## src/rtl/rtc_alarm_pkg.sv

```systemverilog
package rtc_alarm_pkg;
  localparam int NUM_FIELDS = 5;
  localparam int DATA_W     = 8;
  localparam int ADDR_W     = 3;
  localparam int CTRL_ADDR  = 0;
  localparam int FLAG_ADDR  = 6;
  localparam int RPT_BIT    = 7;
  localparam int AF_BIT     = 6;
  localparam int AFE_BIT    = 0;
  localparam int ABE_BIT    = 1;

  // field 0 = seconds ... field 4 = month
  function automatic int fieldWidth(input int f);
    case (f)
      0, 1:    return 7;
      2, 3:    return 6;
      default: return 5;
    endcase
  endfunction

  // seconds byte sits just below the flag address, month lowest
  function automatic int fieldAddr(input int f);
    return FLAG_ADDR - 1 - f;
  endfunction

  function automatic logic [NUM_FIELDS-1:0] effRepeat(input logic [NUM_FIELDS-1:0] code);
    case (code)
      5'b11111, 5'b11110, 5'b11100,
      5'b11000, 5'b10000, 5'b00000: return code;
      default:                      return '1;
    endcase
  endfunction

  typedef struct packed {
    logic [FLAG_ADDR-1:0] wrSel;
    logic                 rdFlag;
    logic                 tick;
  } strobe_t;
endpackage

```

## src/rtl/rtc_alarm_ctrl.sv

```systemverilog
module rtc_alarm_ctrl
  import rtc_alarm_pkg::*;
(
  input  logic              clk,
  input  logic              rstN,
  input  logic              ptrLoad,
  input  logic [ADDR_W-1:0] ptrVal,
  input  logic              wrEn,
  input  logic              rdEn,
  input  logic              tickSec,
  input  logic              battMode,
  input  logic              afFlag,
  input  logic              afeBit,
  input  logic              abeBit,
  output strobe_t           stb,
  output logic [ADDR_W-1:0] ptr,
  output logic              irqPullLow
);
  logic onFlag;
  logic powerOk;

  always_ff @(posedge clk or negedge rstN) begin
    if (!rstN)              ptr <= '0;
    else if (ptrLoad)       ptr <= ptrVal;
    else if (wrEn || rdEn)  ptr <= ptr + 1'b1;
  end

  assign onFlag  = (ptr == ADDR_W'(FLAG_ADDR));
  assign powerOk = !battMode || abeBit;

  always_comb begin
    stb.wrSel = '0;
    for (int a = 0; a < FLAG_ADDR; a++)
      stb.wrSel[a] = wrEn && (ptr == ADDR_W'(a));
    stb.rdFlag = rdEn && onFlag;
    stb.tick   = tickSec;
  end

  assign irqPullLow = afFlag && afeBit && powerOk && !onFlag;

  assert_ptr_step_R11: assert property (@(posedge clk) disable iff (!rstN)
    (!ptrLoad && (wrEn || rdEn)) |=> (ptr == $past(ptr) + 1'b1));

  assert_ptr_load_R11: assert property (@(posedge clk) disable iff (!rstN)
    ptrLoad |=> (ptr == $past(ptrVal)));

  assert_irq_needs_flag_R4: assert property (@(posedge clk) disable iff (!rstN)
    irqPullLow |-> afFlag);
endmodule

```

## src/rtl/rtc_alarm_dp.sv

```systemverilog
module rtc_alarm_dp
  import rtc_alarm_pkg::*;
(
  input  logic                               clk,
  input  logic                               rstN,
  input  strobe_t                            stb,
  input  logic [DATA_W-1:0]                  wrData,
  input  logic [NUM_FIELDS-1:0][DATA_W-1:0]  curTime,
  input  logic [ADDR_W-1:0]                  ptr,
  output logic [DATA_W-1:0]                  rdData,
  output logic                               afFlag,
  output logic                               afeBit,
  output logic                               abeBit
);
  logic [NUM_FIELDS-1:0][DATA_W-1:0] almAll;
  logic [NUM_FIELDS-1:0]             ignoreRaw;
  logic [NUM_FIELDS-1:0]             fieldEq;
  logic [NUM_FIELDS-1:0]             ignoreEff;
  logic                              matchNow;

  for (genvar f = 0; f < NUM_FIELDS; f++) begin : gField
    localparam int W = fieldWidth(f);
    localparam int A = fieldAddr(f);
    localparam logic [DATA_W-1:0] VMASK = DATA_W'((1 << W) - 1);
    localparam logic [DATA_W-1:0] KEEP  = VMASK | (DATA_W'(1) << RPT_BIT);
    logic [DATA_W-1:0] almQ;

    always_ff @(posedge clk or negedge rstN) begin
      if (!rstN)              almQ <= '0;
      else if (stb.wrSel[A])  almQ <= wrData & KEEP;
    end

    assign almAll[f]    = almQ;
    assign ignoreRaw[f] = almQ[RPT_BIT];
    assign fieldEq[f]   = ((almQ ^ curTime[f]) & VMASK) == '0;
  end

  assign ignoreEff = effRepeat(ignoreRaw);
  assign matchNow  = &(fieldEq | ignoreEff);

  always_ff @(posedge clk or negedge rstN) begin
    if (!rstN) begin
      afeBit <= 1'b0;
      abeBit <= 1'b0;
    end else if (stb.wrSel[CTRL_ADDR]) begin
      afeBit <= wrData[AFE_BIT];
      abeBit <= wrData[ABE_BIT];
    end
  end

  // a match on the tick wins over a clearing read
  always_ff @(posedge clk or negedge rstN) begin
    if (!rstN)                       afFlag <= 1'b0;
    else if (stb.tick && matchNow)   afFlag <= 1'b1;
    else if (stb.rdFlag)             afFlag <= 1'b0;
  end

  always_comb begin
    rdData = '0;
    if (ptr == ADDR_W'(CTRL_ADDR)) begin
      rdData[AFE_BIT] = afeBit;
      rdData[ABE_BIT] = abeBit;
    end else if (ptr == ADDR_W'(FLAG_ADDR)) begin
      rdData[AF_BIT] = afFlag;
    end else begin
      for (int f = 0; f < NUM_FIELDS; f++)
        if (ptr == ADDR_W'(fieldAddr(f))) rdData = almAll[f];
    end
  end

  assert_af_rise_on_tick_R3: assert property (@(posedge clk) disable iff (!rstN)
    $rose(afFlag) |-> $past(stb.tick));

  assert_read_clears_R6: assert property (@(posedge clk) disable iff (!rstN)
    (stb.rdFlag && !stb.tick) |=> !afFlag);

  assert_match_wins_R10: assert property (@(posedge clk) disable iff (!rstN)
    (stb.tick && matchNow) |=> afFlag);
endmodule

```

## src/rtl/rtc_alarm_unit.sv

```systemverilog
module rtc_alarm_unit
  import rtc_alarm_pkg::*;
(
  input  logic              clk,
  input  logic              rstN,
  input  logic              tickSec,
  input  logic [DATA_W-1:0] curSec,
  input  logic [DATA_W-1:0] curMin,
  input  logic [DATA_W-1:0] curHour,
  input  logic [DATA_W-1:0] curDate,
  input  logic [DATA_W-1:0] curMonth,
  input  logic              battMode,
  input  logic              ptrLoad,
  input  logic [ADDR_W-1:0] ptrVal,
  input  logic              wrEn,
  input  logic [DATA_W-1:0] wrData,
  input  logic              rdEn,
  output logic [DATA_W-1:0] rdData,
  output logic              irqPullLow
);
  strobe_t                           stb;
  logic [ADDR_W-1:0]                 ptr;
  logic                              afFlag;
  logic                              afeBit;
  logic                              abeBit;
  logic [NUM_FIELDS-1:0][DATA_W-1:0] curTime;

  assign curTime = {curMonth, curDate, curHour, curMin, curSec};

  rtc_alarm_ctrl uCtrl (
    .clk(clk), .rstN(rstN), .ptrLoad(ptrLoad), .ptrVal(ptrVal),
    .wrEn(wrEn), .rdEn(rdEn), .tickSec(tickSec), .battMode(battMode),
    .afFlag(afFlag), .afeBit(afeBit), .abeBit(abeBit),
    .stb(stb), .ptr(ptr), .irqPullLow(irqPullLow)
  );

  rtc_alarm_dp uDp (
    .clk(clk), .rstN(rstN), .stb(stb), .wrData(wrData), .curTime(curTime),
    .ptr(ptr), .rdData(rdData), .afFlag(afFlag), .afeBit(afeBit), .abeBit(abeBit)
  );
endmodule

```

## config.mk

```make
export PLATFORM = sky130hd
export DESIGN_NAME = rtc_alarm_unit
export DESIGN_NICKNAME = d
export VERILOG_FILES = /design/src/rtl/rtc_alarm_pkg.sv /design/src/rtl/rtc_alarm_ctrl.sv /design/src/rtl/rtc_alarm_dp.sv /design/src/rtl/rtc_alarm_unit.sv
export SDC_FILE = /design/constraint.sdc
export NUM_CORES = 1
export LEC_CHECK = 0
export ABC_AREA = 1
export BUFFER_PORTS_ARGS = -buffer_cell sky130_fd_sc_hd__buf_4
export CORE_AREA = 3 3 91 93
export CTS_BUF_LIST = sky130_fd_sc_hd__clkbuf_2 sky130_fd_sc_hd__clkbuf_4 sky130_fd_sc_hd__clkbuf_8
export DETAILED_ROUTE_END_ITERATION = 7
export DIE_AREA = 0 0 94 96
export PLACE_DENSITY = 0.58
export SETUP_SLACK_MARGIN = 0.5
export SKIP_CTS_REPAIR_TIMING = 1
export SLEW_MARGIN = 0
export SYNTH_ARGS = -nofsm -noshare
export SYNTH_HDL_FRONTEND = slang
export SYNTH_SLANG_ARGS = --single-unit
```

## constraint.sdc

```tcl
create_clock -name clk -period 4.7 [get_ports clk]
set_input_delay 1.41 -clock clk [delete_from_list [all_inputs] [get_ports clk]]
set_output_delay 1.41 -clock clk [all_outputs]
set_load 0.1 [all_outputs]
```

* Word level (Yosys, flattened, before mapping)
Index checks and enable logic that the tools add are counted.
** Word-level totals
- Register bits :: 42
- Bits in latches :: 0
- Bits in writable memories :: 0
- Bits in read-only memories :: 0
- Input bits :: 58
- Output and inout bits :: 9
- Logic and storage cells :: 68
- Memories kept :: 0
** Operators by class
- Add/subtract/negate cells :: 1
- Multipliers :: 0
- Div/mod/pow operators :: 0
- Magnitude comparators :: 0
- Equal/unequal tests :: 11
- Shift-type cells :: 0
- Muxes and demuxes :: 15
- Bitwise logic cells :: 6
- Reduce and logical (&&, ||, !) cells :: 26
** Operators by type and width (count)
- logical NOT 8 bit :: 5
- 2-to-1 mux 8 bit :: 5
- equality test 5 bit, second input constant :: 5
- XOR 7 bit :: 2
- 2-to-1 mux 6 bit :: 2
- XOR 6 bit :: 2
- logical AND 1 bit :: 11
- equality test 3 bit, second input constant :: 3
- equality test 3 x 2 -> 1 bit, second input constant :: 2
- 2-to-1 mux 3 bit :: 2
- OR reduction 6 bit :: 1
- logical NOT 5 bit :: 1
- 2-to-1 mux 5 bit :: 1
- OR 5 bit :: 1
- AND reduction 5 bit :: 1
- XOR 5 bit :: 1
- 2-to-1 mux 1 bit :: 4
- nonzero test 2 bit :: 2
- adder 3 x 1 -> 3 bit, second input constant :: 1
- equality test 3 x 1 -> 1 bit, second input constant :: 1
- logical NOT 3 bit :: 1
- logical NOT 1 bit :: 2
- logical OR 1 bit :: 2
- 2-to-1 mux 2 bit :: 1

* Logic depth before layout (Yosys ltp)
- Depth in word-level cells :: 8
- Mapped depth :: 10
- Gate-level depth less buffers :: 10

* Modules after synthesis
From an unflattened synthesis, not the netlist that was laid out.
** Unflattened totals
- Cells, all modules :: 389
- Area total of the unflattened synthesis :: 2668.8 sq um
** By module, submodules not included
- rtc_alarm_dp :: times used 1, cells each 339, area each 2344.7 sq um, sequential area each 975.9 sq um
- rtc_alarm_ctrl :: times used 1, cells each 50, area each 324.1 sq um, sequential area each 75.1 sq um

* Least setup slack after synthesis
OpenSTA, ideal clock, no wires.
- Path type :: flip-flop to output port
- From :: register uCtrl.ptr[0]
- To :: output port rdData[6]
- Data arrival time :: 2855 ps
- Data required time :: 3290 ps
- Path slack :: 435 ps
- Cell stages (with the launch flop) :: 5
- Path buffers :: 0
- Cells stage by stage :: dfrtp_1 inv_1 ha_1 nand2_1 o21ai_0
** On the way
- Word-level cells in the longest chain between the ends :: 8
- Elaborated cells on any way between the ends :: 14
- Classes of those cells :: 6 x eq/ne; 7 x mux; 1 x reduce/logical
** RTL lines
- start: declaration :: line rtc_alarm_ctrl.sv:16 : output logic [ADDR_W-1:0] ptr,
- start signal: assignment :: line rtc_alarm_ctrl.sv:24 : else if (ptrLoad) ptr <= ptrVal;
- start signal: assignment :: line rtc_alarm_ctrl.sv:25 : else if (wrEn || rdEn) ptr <= ptr + 1'b1;
- equality test 3 bit :: line rtc_alarm_dp.sv:67 : if (ptr == ADDR_W'(fieldAddr(f))) rdData = almAll[f];
- 2-to-1 mux 8 bit (5 in a row) :: line rtc_alarm_dp.sv:67
- 2-to-1 mux 1 bit :: line rtc_alarm_dp.sv:63 : end else if (ptr == ADDR_W'(FLAG_ADDR)) begin
- 2-to-1 mux 6 bit * :: line rtc_alarm_dp.sv:60 : if (ptr == ADDR_W'(CTRL_ADDR)) begin
- end: declaration :: line rtc_alarm_unit.sv:18 : output logic [DATA_W-1:0] rdData,
Every way passes the cells marked *; elsewhere a longest branch is shown, timed or not.

* Worst setup path in the final report
- From :: register uCtrl.ptr[0]
- To :: output port rdData[7]
The elaborated chain is that of the path after synthesis.

==> reports/summary.json <==
{
  "syn-mean-instance-area": {"value": 6.68, "unit": "um^2"},
  "globalplace.congestion": {"value": 0.825},
  "cp_cell_sequence": {"value": "inv_1, ha_1, inv_1, nor2_1, nor2_2, o21ai_0, a31oi_1, buf_4"},
  "p_int": {"value": 884, "unit": "uW"},
  "cp_slowest_cell": {"value": "dfrtp_1"},
  "num-nets-final": {"value": 513},
  "synth.ff_latch_count": {"value": 42},
  "ys_seq_area_frac": {"value": 0.399},
  "postLayoutSetupSlackWorst": {"value": 0.960, "unit": "ns"},
  "die_w": {"value": 94, "unit": "um"},
  "grt_pass1_vias": {"value": 2368},
  "worstHoldPathCells": {"value": 2},
  "cts.sinks": {"value": 42},
  "fp.dieH": {"value": 96, "unit": "um"},
  "slew_headroom": {"value": 0.632},
  "layout-drive-gt1-share": {"value": 0.162},
  "routed_via_density": {"value": 4.65},
  "drt-pass1-iter-count": {"value": 4},
  "outcome": {"value": "finished clean"},
  "fmaxAchievable": {"value": 267, "unit": "MHz"},
  "fillerInstances": {"value": 824},
  "crit_path_start_kind": {"value": "flop"},
  "setup_repair_after_global_routing_missed_its_margin": {"value": "false"},
  "grt_util_all_layers": {"value": 0.162},
  "grt_max_degree": {"value": 43},
  "syn_nets": {"value": 457},
  "worst_setup_hold_path_clk_slew": {"value": 0.08, "unit": "ns"},
  "holdCritPathClass": {"value": "reg -> reg"},
  "critical_path.most_common_cell": {"value": "inv_1"},
  "cts.path.max_buffers": {"value": 2},
  "p_sw_frac": {"value": 0.474},
  "finalClockSkew": {"value": 0.00582, "unit": "ns"},
  "hold_viol": {"value": 0},
  "area_of_the_multi_input_gates": {"value": 1300, "unit": "um^2"},
  "leakage": {"value": 0.00175, "unit": "uW"},
  "post-place-ws": {"value": 1.32, "unit": "ns"},
  "rr_startpoint": {"value": "uCtrl.ptr[0]"},
  "power_per_cell_area": {"value": 520, "unit": "nW/um^2"},
  "p_comb_frac": {"value": 0.468},
  "area.growth.synth_to_final": {"value": 22.8, "unit": "%"},
  "total_switching_power": {"value": 798, "unit": "uW"},
  "num_rows": {"value": 32},
  "path_class": {"value": "reg -> out"},
  "r2r_setup_slack": {"value": 2.91, "unit": "ns"},
  "worstRegToRegCells": {"value": 6},
  "clock_latency_at_the_later_pin_of_the_worst_skew_pair": {"value": 0.30, "unit": "ns"},
  "wire_length_of_the_first_global_routing_pass": {"value": 11300, "unit": "um"},
  "seqPwrFrac": {"value": 0.399},
  "ctsRootBufferMaster": {"value": "clkbuf_8"},
  "dr.first_iter.drc_count": {"value": 146},
  "ratio_of_final_minimum_period_to_clock_period": {"value": 0.796},
  "timing.hold.worst.start": {"value": "uDp.gField[3].almQ[0]"},
  "power.total": {"value": 1680, "unit": "uW"},
  "tritoncts": {"value": "done"},
  "worstHoldEndpoint": {"value": "uDp.gField[3].almQ[0]"},
  "grt_antenna_before_repair": {"value": 0},
  "totalWireLength": {"value": 6890, "unit": "um"},
  "final_tns_setup": {"value": 0, "unit": "ns"},
  "max_h_tree_level": {"value": 2},
  "critical_path_arrival": {"value": 2.33, "unit": "ns"},
  "final_common_cell": {"value": "nand2_1"},
  "floorplan.initialDensity": {"value": 0.346},
  "grt-ovfl-total": {"value": 0},
  "routed_wire_length_per_instance": {"value": 12.5, "unit": "um"},
  "drt_drc_violations_left": {"value": 0},
  "timing.critical_path.slowest_cell_delay": {"value": 0.40, "unit": "ns"},
  "r2r-end": {"value": "uDp.gField[3].almQ[3]"},
  "slew_viol_final": {"value": 0},
  "vias": {"value": 2569},
  "sequential_cell_area": {"value": 1050, "unit": "um^2"},
  "synth_cell_type_count": {"value": 26},
  "layout_min_cycle_time": {"value": 3.74, "unit": "ns"},
  "irDropWorstVdd": {"value": 290, "unit": "uV"},
  "yosysWarningCount": {"value": 0},
  "kind_of_end_point_of_the_critical_path": {"value": "output pin"},
  "buffer_ports.inserted": {"value": 57},
  "boundaryPins": {"value": 67},
  "pwr-share-clk": {"value": 0.133},
  "worst_slew_pin_slew": {"value": 0.551, "unit": "ns"},
  "most-common-layout-cells": {"value": "nand2_1 (134), inv_1 (64), buf_4 (57), o21ai_0 (53), dfrtp_1 (42)"},
  "postSynthCellCount": {"value": 394},
  "antenna_cells": {"value": 0},
  "cap_viol_max_count": {"value": 0},
  "crit_fanout": {"value": 8},
  "antenna_violating_nets_post_route": {"value": 0},
  "detailedPlacementHpwl": {"value": 5370, "unit": "um"},
  "critPathRequiredTime": {"value": 3.29, "unit": "ns"},
  "netlist_area": {"value": 2630, "unit": "um^2"},
  "die_area": {"value": 9020, "unit": "um^2"},
  "core_region_area": {"value": 7610, "unit": "um^2"},
  "cts_inserted_buffers": {"value": 5},
  "finalSetupViolations": {"value": 0}
}
[Yosys cell counts]
cell type  instances  area [um^2]
o21bai_1           1         7.51
buf_2              7         35.0
inv_2              3         11.3
nand3_1           13         65.1
dfrtp_1           42         1050
o221ai_1           1         8.76
clkbuf_1           1         3.75
xor2_1             2         17.5
o21ai_0           54          270
or2_2              1         6.26
a32oi_1            1         8.76
a31oi_1            5         31.3
o211ai_1           5         37.5
nor2_1            20         75.1
o21ai_1           19         95.1
ha_1               5         62.6
o31ai_1            1         7.51
nor3_1             2         10.0
a21oi_1            4         20.0
nand2_2            3         18.8
inv_1             64          240
nor2_2             1         6.26
or2_0              1         6.26
xnor2_1            3         26.3
nand2_1          134          503
o2111ai_1          1         8.76
[logic make-up (layout without fill, tap and decap cells)]
kind of cell | count (synthesis) | after routing | synth area share
simple gates | 175 | 175 | 0.262
fa+ha+maj | 5 | 5 | 0.0238
compound gates | 92 | 92 | 0.188
xor+xnor | 5 | 5 | 0.0166
flops | 42 | 42 | 0.399
buf+inv | 75 | 131 | 0.110
[how the worst max path moves through the flow]
stage / slack, ns / from / to / cells after the start
final: 0.96 / uCtrl.ptr[0] / rdData[7] / 8
after global routing: 0.78 / uCtrl.ptr[0] / rdData[7] / 8
after CTS: 0.97 / uCtrl.ptr[0] / rdData[7] / 8
after detailed placement: 1.32 / uCtrl.ptr[0] / rdData[7] / 8
after global placement: 1.29 / uCtrl.ptr[0] / rdData[0] / 8
after floorplan: 0.59 / uCtrl.ptr[0] / rdData[7] / 7
[registers in the layout, summed over array words and instances (netlist names)]
signal and count:
uCtrl.ptr 3, uDp.afeBit 1, uDp.afFlag 1, uDp.abeBit 1, uDp.gField.almQ 36
[layer usage]
layer	up-vias	routed length, um	global-route usage
li1	1356	-	-
met2	56	3320	0.274
met1	1147	3050	0.211
met3	10	407	0.0321
met4	0	102	0.0445
met5	-	0	0
[layout make-up]
cell class              instances  share of cell area
multi-input cells             277               0.401
repair buffers                 57               0.132
inverters                      67              0.0778
well taps                     102              0.0395
clock buffers                   5              0.0213
flip-flops and latches         42               0.325
clock inverters                 2             0.00310
[power groups by stage]
stage	logic, uW	clock network (uW)	registers [uW]
after global routing	898	245	696
after detailed placement	793	0	677
after CTS	796	231	670
after global placement	780	0	672
final	788	224	671
after floorplan	620	0	631
[per-stage QoR]
| step | hold slack (ns) | cells | util | instance area [um^2] |
|---|---|---|---|---|
| floorplan | 0.453 | 394 | - | 2640 |
| global placement | 0.466 | 545 | 0.415 | 3150 |
| detailed placement | 0.475 | 545 | 0.415 | 3150 |
| CTS | 0.495 | 552 | 0.425 | 3230 |
| global route | 0.516 | 552 | 0.425 | 3230 |
| finish | 0.489 | 552 | 0.425 | 3230 |
[critical path, delay by kind of cell, from the launching register on]
| family | cells | cell delay [ns] |
|---|---|---|
| compound gates | 2 | 0.36 |
| fa+ha+maj | 1 | 0.25 |
| buf+inv | 3 | 0.60 |
| flops | 1 | 0.40 |
| simple gates | 2 | 0.42 |
(Power assumes the default switching activity.)
